==> config.mk <==
export PLATFORM = sky130hd
export DESIGN_NAME = cycle_stamp_gen
export DESIGN_NICKNAME = d
export VERILOG_FILES = /design/src/rtl/cycle_stamp_pkg.sv /design/src/rtl/cycle_free_counter.sv /design/src/rtl/cycle_gap_tracker.sv /design/src/rtl/cycle_record_reg.sv /design/src/rtl/cycle_stamp_gen.sv
export SDC_FILE = /design/constraint.sdc
export NUM_CORES = 1
export LEC_CHECK = 0
export ABC_AREA = 1
export CAP_MARGIN = 20
export CORE_MARGIN = 3
export CORE_UTILIZATION = 54
export CTS_CLUSTER_SIZE = 12
export DETAILED_ROUTE_END_ITERATION = 8
export PLACE_DENSITY = 0.87
export RECOVER_POWER = 50
export SYNTH_ARGS = -nofsm -noshare
export SYNTH_HDL_FRONTEND = slang
export SYNTH_HIERARCHICAL = 1
export SYNTH_SLANG_ARGS = --single-unit
==> constraint.sdc <==
create_clock -name clk -period 1.6 [get_ports clk]
set_clock_uncertainty 0.1 [all_clocks]
set_input_delay 0.32 -clock clk [delete_from_list [all_inputs] [get_ports clk]]
set_output_delay 0.32 -clock clk [all_outputs]
set_load 0.005 [all_outputs]
==> src/rtl/cycle_stamp_pkg.sv <==
package cycle_stamp_pkg;

  localparam int unsigned DEF_TS_W  = 23;
  localparam int unsigned DEF_CNT_W = 32;

  typedef enum logic [1:0] {
    CTL_RUN  = 2'd0,
    CTL_WARM = 2'd1,
    CTL_COLD = 2'd2
  } stamp_ctl_e;

  function automatic stamp_ctl_e decode_ctl(input logic cold, input logic warm);
    if (cold)      return CTL_COLD;
    else if (warm) return CTL_WARM;
    else           return CTL_RUN;
  endfunction

endpackage

==> src/rtl/cycle_free_counter.sv <==
module cycle_free_counter #(
  parameter int unsigned CNT_W = 32
) (
  input  logic             clk,
  input  logic             rst_cold,
  output logic [CNT_W-1:0] cnt_q
);

  localparam logic [CNT_W-1:0] ONE = CNT_W'(1);

  always_ff @(posedge clk) begin
    if (rst_cold) cnt_q <= '0;
    else          cnt_q <= cnt_q + ONE;
  end

endmodule

==> src/rtl/cycle_gap_tracker.sv <==
module cycle_gap_tracker #(
  parameter int unsigned TS_W = 23
) (
  input  logic clk,
  input  logic rst_cold,
  input  logic acc_stb,
  output logic gap_full
);

  localparam int unsigned     GAP_W = TS_W + 1;
  localparam logic [GAP_W-1:0] LIMIT = GAP_W'(1) << TS_W;
  localparam logic [GAP_W-1:0] ONE   = GAP_W'(1);

  logic [GAP_W-1:0] gap_q;
  logic             at_limit;

  assign at_limit = gap_q[GAP_W-1];

  always_ff @(posedge clk) begin
    if (rst_cold)      gap_q <= '0;
    else if (acc_stb)  gap_q <= ONE;
    else if (at_limit) gap_q <= LIMIT;
    else               gap_q <= gap_q + ONE;
  end

  assign gap_full = at_limit;

endmodule

==> src/rtl/cycle_record_reg.sv <==
module cycle_record_reg
  import cycle_stamp_pkg::*;
#(
  parameter int unsigned TS_W = 23
) (
  input  logic            clk,
  input  logic            rst_cold,
  input  logic            rst_warm,
  input  logic            acc_stb,
  input  logic [TS_W-1:0] ts_in,
  input  logic            ovf_in,
  output logic            vld_q,
  output logic [TS_W-1:0] ts_q,
  output logic            ovf_q
);

  stamp_ctl_e ctl;
  assign ctl = decode_ctl(rst_cold, rst_warm);

  always_ff @(posedge clk) begin
    case (ctl)
      CTL_COLD, CTL_WARM: begin
        vld_q <= 1'b0;
        ts_q  <= '0;
        ovf_q <= 1'b0;
      end
      default: begin
        vld_q <= acc_stb;
        if (acc_stb) begin
          ts_q  <= ts_in;
          ovf_q <= ovf_in;
        end
      end
    endcase
  end

endmodule

==> src/rtl/cycle_stamp_gen.sv <==
module cycle_stamp_gen
  import cycle_stamp_pkg::*;
#(
  parameter int unsigned TS_W  = DEF_TS_W,
  parameter int unsigned CNT_W = DEF_CNT_W
) (
  input  logic             clk,
  input  logic             rst_cold,
  input  logic             rst_warm,
  input  logic             rec_stb,
  output logic             rec_vld,
  output logic [TS_W-1:0]  rec_ts,
  output logic             rec_ovf,
  output logic [CNT_W-1:0] cnt_out
);

  generate
    if (CNT_W < TS_W) begin : g_bad_width
      $error("CNT_W must be at least TS_W");
    end
  endgenerate

  logic [CNT_W-1:0] cnt_q;
  logic             acc_stb;
  logic             gap_full;

  assign acc_stb = rec_stb & ~rst_warm & ~rst_cold;

  cycle_free_counter #(.CNT_W(CNT_W)) u_cnt (
    .clk      (clk),
    .rst_cold (rst_cold),
    .cnt_q    (cnt_q)
  );

  cycle_gap_tracker #(.TS_W(TS_W)) u_gap (
    .clk      (clk),
    .rst_cold (rst_cold),
    .acc_stb  (acc_stb),
    .gap_full (gap_full)
  );

  cycle_record_reg #(.TS_W(TS_W)) u_rec (
    .clk      (clk),
    .rst_cold (rst_cold),
    .rst_warm (rst_warm),
    .acc_stb  (acc_stb),
    .ts_in    (cnt_q[TS_W-1:0]),
    .ovf_in   (gap_full),
    .vld_q    (rec_vld),
    .ts_q     (rec_ts),
    .ovf_q    (rec_ovf)
  );

  assign cnt_out = cnt_q;

endmodule

* After elaboration in Yosys (flattened, before gate mapping)
Cells that the tools add are included.
** Operators by class
- $add $sub $neg :: 2
- Eq/ne operators :: 2
- Mux-type cells :: 4
- Bitwise logic cells :: 4
- Reductions and logical operators :: 3
** Operators with widths (number)
- 32-bit by 1-bit adder with 32-bit output, second input constant :: 1
- 24-bit by 1-bit adder with 24-bit output, second input constant :: 1
- 24-bit 2-to-1 mux :: 1
- 2-bit OR reduction :: 2
- 3-bit OR reduction :: 1
- 1-bit AND :: 2
- 2-bit by 1-bit == test with 1-bit output, second input constant :: 1
- 2-bit == test, second input constant :: 1
- 1-bit 2-to-1 mux :: 2
- 2-bit 2-to-1 mux :: 1
- 1-bit inverter :: 2
** Word-level totals
- Flip-flop bits (word level) :: 81
- Input bits :: 4
- Logic and storage cells :: 22

* Depth between registers and ports, before layout
- Depth in word-level cells :: 4
- Gate-level depth with buffers :: 8
- Mapped depth without buffers :: 8

* Hierarchy
The synthesis kept the hierarchy.
** By module, submodules not included
- cycle_free_counter :: instances 1, cells each 250, area an instance 1677.9 um2
- cycle_gap_tracker :: instances 1, cells each 177, area an instance 1268.7 um2
- cycle_record_reg :: instances 1, cells each 154, area an instance 1014.7 um2
- cycle_stamp_gen :: instances 1, cells each 3, area an instance 13.8 um2

* Worst setup path before layout
Ideal clock, no wire load.
- Path kind :: register -> register
- Start point :: reg u_cnt.cnt_q[0]
- End point :: reg u_cnt.cnt_q[10]
- Setup time :: 0.116 ns
- Arrival time :: 1.203 ns
- Data required time :: 1.384 ns
- Slack :: 0.181 ns
- Stages on the path, launching flop included :: 8
- Period minus slack after synthesis :: 1.419 ns
- Cell sequence :: dfxtp_1 > ha_1 > nand2_1 > nor2_4 > nand2_4 > nor2_4 > nand2_1 > and3_1
** Between the ends
- Word-level cells in the longest chain between the ends :: 1
** RTL lines
- from (decl) :: RTL line cycle_free_counter.sv:6 : output logic [CNT_W-1:0] cnt_q
- from (signal assigned) :: RTL line cycle_free_counter.sv:13 : else cnt_q <= cnt_q + ONE;
- 32-bit by 1-bit adder with 32-bit output :: RTL line cycle_free_counter.sv:13
No other way between the ends.
A chain may end at the register's enable or synchronous reset.

* Final worst setup path
- Start point :: reg u_cnt.cnt_q[0]
- End point :: reg u_cnt.cnt_q[26]
The elaborated chain is that of the path after synthesis.

==> impl_metrics.yaml <==
clock_tree:
  postCtsHoldBufs: 0
  clkLatencyLatePin_ps: 360
  cts_buffers: 9
  root_buffer: "clkbuf_8"
  clk_path_buf_depth: 2
  htreeDepth: 3
  path_clk_slew_ps: 90
  cts_tree: "yes"
  cts.sinks: 81
placed_design:
  port_buffers: 60
  dp.cells: 739
  gp_congestion: 0.8933
  post-dp-hpwl_um: 6916
  placed_area_um2: 4737
timing:
  relSlewSlack: 0.6631
  setup_viol: 0
  drv_slew: 0
  fin_setup_tns_ps: 0
  worstMarginPinSlew_ps: 505.4
  layout_worst_path_cycle_share: 0.9982
  fin_crit_ps: 1597
  fmax_mhz: 626.1
  hold_viol: 0
  grt_setup_unrepaired: "yes"
power:
  power_density_nw_per_um2: 751.6
  peakVddDrop_v: 0.0004889
  power_mw: 3.950
  p_leak_nw: 2.293
floorplanning:
  io_pins: 61
  fp.dieArea_um2: 8426
  num_rows: 30
  core_area_um2: 6982
  die_h_um: 91.80
  start_util: 0.5694
  die_w_um: 91.80
route:
  vias: 4186
  first_pass_iters: 5
  wl_per_cell_um: 14.43
  antenna_left: 0
  drt-total-wl_um: 11300
  drc_errors: 0
  viasPerCell: 5.346
  drt_iter0_drc: 328
final_layout:
  multi_input_area_um2: 2111
  register_area_um2: 1725
  drive_gt1_frac: 0.2198
  nets: 688
  fin_cells: 783
  fill_cells: 501
  diodes: 0
  final_core_util: 0.7527
  area_delta_synth_final_pct: 32.20
  stdcell_area_um2: 5255
yosys:
  synth_area_per_cell_um2: 6.807
  synthDistinctLibCells: 27
  ys_seq_area_frac: 0.4079
  ys_warn_count: 6
  synth-seq-cells: 81
  synthCells: 584
  syn-num-nets: 590
  synth_area_um2: 3975
outcome:
  outcome: "finished clean"
worst_setup_path:
  critical_path_required_ps: 1790
  setup.worst_path.start: "u_cnt/cnt_q[0]"
  end_kind: "flop"
  r2r_slack_ps: 3
  crit_path_end: "u_cnt/cnt_q[26]"
  r2r-end: "u_cnt/cnt_q[26]"
  worstPathMaxFanout: 7
  worstSetupPathType: "flop to flop"
  cp.arrival_ps: 1790
  rr_worst_depth: 9
  worstSetupStartpointType: "flop"
  r2r-start: "u_cnt/cnt_q[0]"
global_route:
  track_usage: 0.2662
  grt_overflow: 0
  grt_pass1_wl_um: 18240
  grt_pass1_vias: 3925
  grt_max_degree: 51
  antenna_found_initial: 0
hold_path:
  worstHoldPathType: "flop to flop"
job:
  drv_cap: 0
[cells in the final DEF (no fill, tap or decap), types with 7 or more instances in the layout]
| cell | count |
|---|---|
| dfxtp_2 | 23 |
| nand3_1 | 24 |
| nor2_1 | 131 |
| nor2_2 | 10 |
| nand4_1 | 7 |
| nand2_1 | 150 |
| inv_1 | 56 |
| nand2_2 | 10 |
| dfxtp_1 | 38 |
| a21oi_1 | 39 |
| clkbuf_8 | 9 |
| dfxtp_4 | 20 |
| buf_4 | 32 |
| o21ai_0 | 10 |
| dlygate4sd2_1 | 56 |
| nor2_4 | 18 |
[final cells by class]
class	count	area share
clock buffer	9	0.02357
clock inverter	7	0.01810
inverter	61	0.04357
multi-input combinational	431	0.4017
sequential	81	0.3283
tap	96	0.02286
timing repair buffer	98	0.1619
[synth_stat cells]
master | number | area (um2)
inv_2 | 5 | 18.77
a21oi_1 | 39 | 195.2
xor2_1 | 4 | 35.03
nor2_2 | 8 | 50.05
or2_1 | 1 | 6.260
nor2_8 | 3 | 60.06
dfxtp_1 | 81 | 1622
buf_2 | 3 | 15.01
buf_1 | 1 | 3.750
nand4_1 | 7 | 43.79
or2_4 | 1 | 8.760
nor2_4 | 17 | 191.4
ha_1 | 2 | 25.02
buf_4 | 5 | 37.54
nor2_1 | 134 | 503.0
nor3_1 | 1 | 5.000
clkbuf_1 | 2 | 7.510
nand2_1 | 152 | 570.6
nor3b_1 | 4 | 30.03
o21a_1 | 4 | 30.03
and3_1 | 1 | 6.260
nand2_2 | 9 | 56.30
nand2_4 | 3 | 33.78
nand3_1 | 27 | 135.1
o21ai_0 | 10 | 50.05
and2_1 | 4 | 25.02
inv_1 | 56 | 210.2
[report_power, final]
group	switching, mW	internal [mW]	total (mW)	leakage (nW)
registers	0.0180	2.01	2.03	0.682
clock network	0.785	0.879	1.66	0.109
logic	0.146	0.115	0.261	1.50
total	0.949	3.00	3.95	2.29
[routing by layer]
layer,track usage,up-vias,wire length (um)
li1,-,2004,-
met1,0.3167,1930,4371
met2,0.4705,205,5711
met3,0.05742,47,813
met4,0.09530,0,401
met5,0,-,0
[repair_timing]
item,in CTS,in global routing
pin swaps,0,11
setup buffers,25,3
setup endpoints to repair,57,31
resized for setup,119,15
[kinds of logic (layout without fill, tap and decap cells)]
group,Yosys count,count (layout),share of synthesized area
XOR/XNOR,4,4,0.008812
buffers and inverters,72,175,0.07365
AO/OA/AOI/OAI,53,53,0.06925
AND/OR/NAND/NOR,372,372,0.4341
flip-flops,81,81,0.4079
adder cells (fa/ha/maj),2,2,0.006294
[how the worst min path moves through the flow]
stage	slack, ps	cells after the start	start	endpoint
finish	380	2	u_rec/ts_q[18]	u_rec/ts_q[18]
global route	400	2	u_rec/ts_q[18]	u_rec/ts_q[18]
CTS	370	2	u_rec/ts_q[2]	u_rec/ts_q[2]
detailed placement	360	2	u_rec/ts_q[2]	u_rec/ts_q[2]
global placement	360	2	u_rec/ts_q[0]	u_rec/ts_q[0]
floorplan	290	1	rst_cold	u_gap/gap_q[0]
[flip-flops by register name, summed over array words and instances, names as in the netlist]
register / cells
u_rec/ovf_q: 1
u_cnt/cnt_q: 32
u_rec/vld_q: 1
u_rec/ts_q: 23
u_gap/gap_q: 24
[worst max-delay path: stages, from the launching register on]
cell and delay, ps:
dfxtp_2 350, buf_6 100, ha_4 130, nand2_4 60
nor2_4 180, nand2_4 120, nor2_4 200, buf_4 140
a21oi_1 60, nor2_1 90
[through the flow]
step           hold WS (ps)  worst slack, ps
2_1_floorplan         292.4            181.1
3_3_place_gp          358.8           -231.5
3_5_place_dp          364.2           -301.1
4_1_cts               373.9            2.610
5_1_grt               396.1           -81.23
6_report              375.1            2.860
Power figures use the tool's default switching activity.
